==> src/rtl/alu_pkg.sv <==
package alu_pkg;
  typedef enum logic [2:0] {
    OP_ADD = 3'd0,
    OP_SUB = 3'd1,
    OP_AND = 3'd2,
    OP_ORR = 3'd3,
    OP_XOR = 3'd4,
    OP_LSL = 3'd5,
    OP_LSR = 3'd6
  } alu_op_e;

  typedef struct packed {
    logic n;
    logic z;
    logic c;
    logic v;
  } alu_flags_t;
endpackage

==> src/rtl/alu_addsub.sv <==
module alu_addsub #(
  parameter int unsigned DATA_W = 64
) (
  input  logic [DATA_W-1:0] a_i,
  input  logic [DATA_W-1:0] b_i,
  input  logic              sub_i,
  output logic [DATA_W-1:0] sum_o,
  output logic              carry_o,
  output logic              ovf_o
);
  localparam int unsigned MSB = DATA_W - 1;

  logic [DATA_W-1:0] b_eff;
  logic [DATA_W:0]   wide;

  always_comb begin
    b_eff   = sub_i ? ~b_i : b_i;
    wide    = {1'b0, a_i} + {1'b0, b_eff} + {{DATA_W{1'b0}}, sub_i};
    sum_o   = wide[MSB:0];
    carry_o = wide[DATA_W];
    // same-sign inputs to the adder producing a different-sign sum
    ovf_o   = (a_i[MSB] == b_eff[MSB]) && (sum_o[MSB] != a_i[MSB]);
  end
endmodule

==> src/rtl/alu_shifter.sv <==
module alu_shifter #(
  parameter int unsigned DATA_W  = 64,
  parameter int unsigned SHAMT_W = $clog2(DATA_W)
) (
  input  logic [DATA_W-1:0]  data_i,
  input  logic [SHAMT_W-1:0] shamt_i,
  input  logic               left_i,
  output logic [DATA_W-1:0]  data_o
);
  logic [DATA_W-1:0] rev_in;
  logic [DATA_W-1:0] rev_out;
  logic [DATA_W-1:0] stage [SHAMT_W+1];

  // left shift = reverse, shift right, reverse
  for (genvar i = 0; i < DATA_W; i++) begin : g_rev
    assign rev_in[i] = data_i[DATA_W-1-i];
    assign rev_out[i] = stage[SHAMT_W][DATA_W-1-i];
  end

  assign stage[0] = left_i ? rev_in : data_i;

  for (genvar k = 0; k < SHAMT_W; k++) begin : g_stage
    assign stage[k+1] = shamt_i[k] ? (stage[k] >> (1 << k)) : stage[k];
  end

  assign data_o = left_i ? rev_out : stage[SHAMT_W];
endmodule

==> src/rtl/alu_flag_reg.sv <==
module alu_flag_reg #(
  parameter int unsigned FLAG_W = 4
) (
  input  logic              clk_i,
  input  logic              rst_ni,
  input  logic              we_i,
  input  logic [FLAG_W-1:0] d_i,
  output logic [FLAG_W-1:0] q_o
);
  always_ff @(posedge clk_i or negedge rst_ni) begin
    if (!rst_ni)   q_o <= '0;
    else if (we_i) q_o <= d_i;
  end
endmodule

==> src/rtl/alu_flag_unit.sv <==
module alu_flag_unit
  import alu_pkg::*;
#(
  parameter int unsigned DATA_W  = 64,
  parameter int unsigned SHAMT_W = $clog2(DATA_W)
) (
  input  logic               clk_i,
  input  logic               rst_ni,
  input  logic               valid_i,
  input  logic [2:0]         op_i,
  input  logic               set_flags_i,
  input  logic [DATA_W-1:0]  a_i,
  input  logic [DATA_W-1:0]  b_i,
  input  logic [SHAMT_W-1:0] shamt_i,
  output logic [DATA_W-1:0]  result_o,
  output logic [3:0]         flags_o
);
  localparam int unsigned MSB = DATA_W - 1;

  alu_op_e           op;
  logic [DATA_W-1:0] sum;
  logic [DATA_W-1:0] shifted;
  logic              carry;
  logic              ovf;
  logic              flag_we;
  alu_flags_t        flags_d;

  assign op = alu_op_e'(op_i);

  alu_addsub #(.DATA_W(DATA_W)) u_addsub (
    .a_i     (a_i),
    .b_i     (b_i),
    .sub_i   (op == OP_SUB),
    .sum_o   (sum),
    .carry_o (carry),
    .ovf_o   (ovf)
  );

  alu_shifter #(.DATA_W(DATA_W), .SHAMT_W(SHAMT_W)) u_shifter (
    .data_i  (a_i),
    .shamt_i (shamt_i),
    .left_i  (op == OP_LSL),
    .data_o  (shifted)
  );

  always_comb begin
    unique case (op)
      OP_ADD, OP_SUB: result_o = sum;
      OP_AND:         result_o = a_i & b_i;
      OP_ORR:         result_o = a_i | b_i;
      OP_XOR:         result_o = a_i ^ b_i;
      OP_LSL, OP_LSR: result_o = shifted;
      default:        result_o = '0;
    endcase
  end

  always_comb begin
    flags_d.n = result_o[MSB];
    flags_d.z = (result_o == '0);
    flags_d.c = (op == OP_AND) ? 1'b0 : carry;
    flags_d.v = (op == OP_AND) ? 1'b0 : ovf;
  end

  assign flag_we = valid_i && set_flags_i &&
                   (op == OP_ADD || op == OP_SUB || op == OP_AND);

  alu_flag_reg #(.FLAG_W(4)) u_flags (
    .clk_i  (clk_i),
    .rst_ni (rst_ni),
    .we_i   (flag_we),
    .d_i    (flags_d),
    .q_o    (flags_o)
  );
endmodule

==> config.mk <==
export PLATFORM = sky130hd
export DESIGN_NAME = alu_flag_unit
export DESIGN_NICKNAME = d
export VERILOG_FILES = /design/src/rtl/alu_pkg.sv /design/src/rtl/alu_addsub.sv /design/src/rtl/alu_shifter.sv /design/src/rtl/alu_flag_reg.sv /design/src/rtl/alu_flag_unit.sv
export SDC_FILE = /design/constraint.sdc
export NUM_CORES = 1
export LEC_CHECK = 0
export BUFFER_PORTS_ARGS = -buffer_cell sky130_fd_sc_hd__buf_2
export CAP_MARGIN = 30
export CORE_MARGIN = 5
export CORE_UTILIZATION = 52
export CTS_CLUSTER_SIZE = 30
export DETAILED_ROUTE_END_ITERATION = 8
export PLACE_DENSITY = 0.73
export SETUP_SLACK_MARGIN = 0.4
export SLEW_MARGIN = 5
export SYNTH_ARGS = -nofsm -noshare
export SYNTH_HDL_FRONTEND = slang
export SYNTH_HIERARCHICAL = 1
export SYNTH_SLANG_ARGS = --single-unit
==> constraint.sdc <==
create_clock -name clk_i -period 8.1 [get_ports clk_i]
set_clock_uncertainty 0.2 [all_clocks]
set_input_delay 1.215 -clock clk_i [delete_from_list [all_inputs] [get_ports clk_i]]
set_output_delay 1.215 -clock clk_i [all_outputs]
set_load 0.02 [all_outputs]
# After elaboration in Yosys (flattened, before gate mapping)
# Cells that the tools add are included.
[totals] ff_bits=4 latch_bits=0 ramBits=0 rom_bits=0 memories=0
[op_classes] addsub=2 mul=0 div_mod_pow=0 magnitude_cmp=0 eq_ne=8 shifts=0 mux=12 n_bitwise=4 n_reduce_logical=9
[ops] cell="$mux W64" n=9
[ops] cell="$pmux W64 S5" n=1
[ops] cell="$add A64 B64 Y65" n=1
[ops] cell="$add A65 B1 Y65" n=1
[ops] cell="$and A64 B64 Y64" n=1
[ops] cell="$logic_not A64 Y1" n=1
[ops] cell="$not A64 Y64" n=1
[ops] cell="$or A64 B64 Y64" n=1
[ops] cell="$xor A64 B64 Y64" n=1
[ops] cell="$eq A3 B3 Y1 const B" n=3
[ops] cell="$eq A3 B2 Y1 const B" n=2
[ops] cell="$reduce_or A2 Y1" n=2
[ops] cell="$eq A3 B1 Y1 const B" n=1
[ops] cell="$logic_and A1 B1 Y1" n=3
[ops] cell="$logic_not A3 Y1" n=1
[ops] cell="$logic_or A1 B1 Y1" n=2
[ops] cell="$mux W1" n=2
[ops] cell="$eq A1 B1 Y1" n=1
[ops] cell="$ne A1 B1 Y1" n=1

# Logic depth before layout (Yosys ltp)
[logic_depth] word_depth=11 ltp_mapped=28 depth_no_buf=21

# Modules after synthesis
# Netlist, hierarchy kept.
[modules_own_cells] mod="alu_shifter" instances=1 cells_per_inst=687 area_per_inst_um2=6128.4 seq_area_each_um2=0.0
[modules_own_cells] mod="alu_flag_unit" instances=1 cells_per_inst=767 area_per_inst_um2=5221.3 seq_area_each_um2=0.0
[modules_own_cells] mod="alu_addsub" instances=1 cells_per_inst=689 area_per_inst_um2=4755.8 seq_area_each_um2=0.0
[modules_own_cells] mod="alu_flag_reg" instances=1 cells_per_inst=8 area_per_inst_um2=145.1 seq_area_each_um2=100.1

# Worst setup path before layout
# OpenSTA, ideal clock, no wires.
[synth_path] kind="in2out" from="in op_i[2]" to="out result_o[56]" arrival_time_ns=5.748 path_slack_ns=0.937 stages=22 path_buffers=9 cell_sequence="buf_4 buf_2 buf_2 buf_2 buf_2 buf_2 nor2_1 buf_4 buf_1 xor2_1 ha_1 buf_6 nand4_2 or2_0 or3_1 o21a_1 a2111o_1 a21oi_2 or2_4 xor2_2 o21ai_0 o21ai_0"
[synth_rtl] element="start: declaration" line="alu_flag_unit.sv:10" source="input logic [2:0] op_i,"
[synth_rtl] element="$eq A3 B1 Y1 *" line="alu_flag_unit.sv:33" source=".sub_i (op == OP_SUB),"
[synth_rtl] element="$mux W64" line="alu_addsub.sv:17" source="b_eff = sub_i ? ~b_i : b_i;"
[synth_rtl] element="$add A64 B64 Y65" line="alu_addsub.sv:18" source="wide = {1'b0, a_i} + {1'b0, b_eff} + {{DATA_W{1'b0}}, sub_i};"
[synth_rtl] element="$add A65 B1 Y65 *" line="alu_addsub.sv:18"
[synth_rtl] element="named net sum[56]" line="alu_flag_unit.sv:21" source="logic [DATA_W-1:0] sum;"
[synth_rtl] element="$pmux W64 S5 *" line="alu_flag_unit.sv:47" source="unique case (op)"
[synth_rtl] element="end: declaration" line="alu_flag_unit.sv:15" source="output logic [DATA_W-1:0] result_o,"
# Mark *: on every way through the listed nets, which the timed path passes. The rest lies on a longest branch.

# Worst setup path after layout
[layout_path] from="in op_i[2]" to="out result_o[43]"
[layout_via] elab_chain_cells=10
[layout_lines] element="$eq A3 B3 Y1 *" line="alu_flag_unit.sv:42" source=".left_i (op == OP_LSL),"
[layout_lines] element="$mux W64" line="alu_shifter.sv:20" source="assign stage[0] = left_i ? rev_in : data_i;"
[layout_lines] element="$mux W64 (6 in series)" line="alu_shifter.sv:23" source="assign stage[k+1] = shamt_i[k] ? (stage[k] >> (1 << k)) : stage[k];"
[layout_lines] element="$mux W64 *" line="alu_shifter.sv:26" source="assign data_o = left_i ? rev_out : stage[SHAMT_W];"
[layout_lines] element="named net shifted[43]" line="alu_flag_unit.sv:22" source="logic [DATA_W-1:0] shifted;"
[layout_lines] element="$pmux W64 S5 *" line="alu_flag_unit.sv:47"
# Marks and branches as above.

==> results.md <==
* Final Hold Viols at 0
* Drt wl/cell at 29.7 um
* Largest register by flop count: u_flags/q_o
* Root buf cell: clkbuf_16
* Final WL at 78,500 um
* Vias in the first global route at around 18,000
* Pleak at 8.11 nW
* Chip Width at roughly 190 um
* Clock Path Buffers at 2
* GR Overflow Total at 0
* Initial Utilization at about 53%
* Cells after Synth at 2,151
* Critical path fanouts, max at 32
* Setup WS pre-CTS at 0.520 ns
* Critical path required time at 6.68 ns
* Yosys cell types at 100
* Final Setup Violations at 0
* Worst rel slew slack at 39.7%
* Die area at 0.0349 mm^2
* Initial DRC Count at 2,936
* Commonest non-fill, non-tap cells in the layout: 207 x buf_2, 201 x nand2_1, 191 x ha_1
* Post-DRT Antenna Nets at 0
* Share of cells above drive strength 1 at approximately 21%
* Commonest non-fill, non-tap cell in the layout: buf_2
* Num CTS Buffers at 3
* Max-slew violation count at 0
* Number of flip-flops in the largest register at 4
* Post-synth ARST share at 100%
* Largest net degree at the start of global routing at 166
* CTS tree: yes
* Crit end category: output pin
* Core box area at between 0.03 and 0.04 mm^2
* Setup TNS at 0 ns
* RD Place Congestion at 1.07
* Worst EP arrival at between 6 and 7 ns
* Worst VDD drop at 0.000127 V
* Detailed Place HPWL at approximately 63,000 um
* DRC at 0
* Post-synth EDFFs at 0
* Iteration count of the initial detailed-routing pass at 7
* Peak Freq at around 130 MHz
* CTS Sinks at 4
* Worst Setup Path Type: in -> out
* Worst skew pair latency at roughly 0.22 ns
* IO Port Bufs at 208
* HP Class: reg -> reg
* Post-synthesis cell area at 0.0163 mm^2
* Initial antenna violation count at 3
* Power Dens Cells at 101 mW/mm^2
* Max Cap Viol at 0
* CTS H-Tree Depth at 1
* Clock transition at the registers of the reported paths at 0.03 ns
* Worst-Margin Slew at 0.879 ns
* DR vias/cell at slightly above 7
* Setup ws final at around 0.54 ns
* Synth warn at 6
* Avg Cell Area, Syn at 7.55 um^2
* Post-synthesis sequential area ratio at 0.616%
* Filler cells at 3,017
* Area Overhead vs Synth at 7.69%
* Startpoint types: input pin
* Top FF cell, synth: dfrtp_1
* Total Power at roughly 0.0018 W
* Site Rows at 64
* I/O pin cnt at 209
* Nets at 2,577
* Top Registers: u_flags/q_o: 4 flops
* Die height at 187 um
* Post-CTS setup buffer count at 0
* Synthesis-stage register bit count at 4
* Final worst path period need at between 7 and 8 ns
* Global-route wire length before repair at 115,000 um
* Unrepaired setup endpoints after global routing: no
* Status: completed
* Final Cycle Share at 93.3%
* Vias post-DR at 19,100
* Post-CTS Hold Buffers at 0
* Syn nets at roughly 2,500
* Total Routing Usage GR at between 40% and 50%
## path summary, 6_finish.rpt
kind	start	end	slack [ns]	cells past startpoint
worst max register to register	u_flags/q_o[2]	u_flags/q_o[2]	7.13	1
worst min-delay path	u_flags/q_o[3]	u_flags/q_o[3]	0.31	1
worst max-delay path	op_i[2]	result_o[43]	0.54	15
max in group asynchronous	rst_ni	u_flags/q_o[3]	6.97	1
worst min register to register	u_flags/q_o[3]	u_flags/q_o[3]	0.31	1
min in group asynchronous	rst_ni	u_flags/q_o[1]	0.59	1
## synthesized netlist by cell type (all sizes together) (8+ instances only)
cell | instances | area, um^2
nor3 | 34 | 170
o221ai | 9 | 78.8
a32oi | 17 | 149
nand2 | 201 | 754
mux4 | 95 | 2140
o21ai | 90 | 450
o21bai | 16 | 120
o21a | 14 | 105
o211ai | 57 | 428
and3 | 24 | 153
or3 | 12 | 76.3
nor2b | 16 | 100
nand4 | 20 | 131
mux2 | 71 | 800
a21o | 41 | 313
nor4 | 16 | 106
buf | 81 | 470
a22oi | 40 | 300
mux2i | 120 | 1200
a21oi | 165 | 833
a31oi | 18 | 113
a221oi | 10 | 100
nand3 | 55 | 275
and2 | 20 | 128
ha | 191 | 2390
or2 | 8 | 52.6
a211oi | 21 | 163
nor2 | 130 | 488
nand2b | 20 | 125
o31ai | 14 | 119
xnor2 | 29 | 254
clkbuf | 84 | 325
a21boi | 8 | 60.1
xor2 | 91 | 805
o22ai | 22 | 138
inv | 161 | 604
## timing repair
action / CTS / global route
resized for setup: 0 / 0
endpoints found under the setup margin: 0 / 1
endpoints found under the hold margin: 0 / 0
## logic make-up after synthesis
group,Yosys count,share of synthesized area [%]
buf+inv,331,8.81
mux,286,25.5
fa+ha+maj,192,14.8
flops,4,0.616
xor+xnor,120,6.51
simple gates,583,17.1
compound gates,635,26.6
## per-stage QoR
stage	hold slack (ns)	std cells	utilization, %	cell area, um^2
final	0.311	2639	56.9	17500
after floorplan	0.436	2151	-	16300
after global routing	0.343	2639	56.9	17500
after global placement	0.289	2632	56.5	17400
after CTS	0.312	2637	56.8	17500
after detailed placement	0.302	2634	56.6	17400
## worst max-delay path, cell delays in order
cell,delay [ns]
buf_4,0.32
inv_1,0.24
nor2_4,0.44
buf_4,0.48
mux4_2,0.58
mux2i_1,0.58
a2bb2oi_1,0.34
o22ai_1,0.16
o31ai_1,0.63
mux2i_1,0.36
mux2i_1,0.24
o22ai_1,0.10
nand2_1,0.10
o21ai_0,0.11
buf_2,0.20
## metal layers
layer	vias to the layer above	track usage (%)	wire length [um]
li1	8245	-	-
met1	9153	54.3	29800
met2	1403	68.4	35400
met3	279	7.77	8560
met4	4	19.3	4710
met5	-	0	27
## cell type report
cell class                 instances  area [um^2]  share of cell area [%]
tap                              396          495                    2.83
antenna                            1         2.50                  0.0143
clock buffer                       3         75.1                   0.429
multi-input combinational       1816        14700                    84.2
inverter                         164          616                    3.52
sequential                         4          100                   0.572
timing repair buffer             255         1470                    8.40
## report_power, final
group | switching (W) | total (W) | internal, W
clock | 0.0000175 | 0.0000810 | 0.0000635
sequential | 0.00000210 | 0.0000263 | 0.0000242
combinational | 0.00107 | 0.00166 | 0.000594
(Power assumes the default switching activity.)
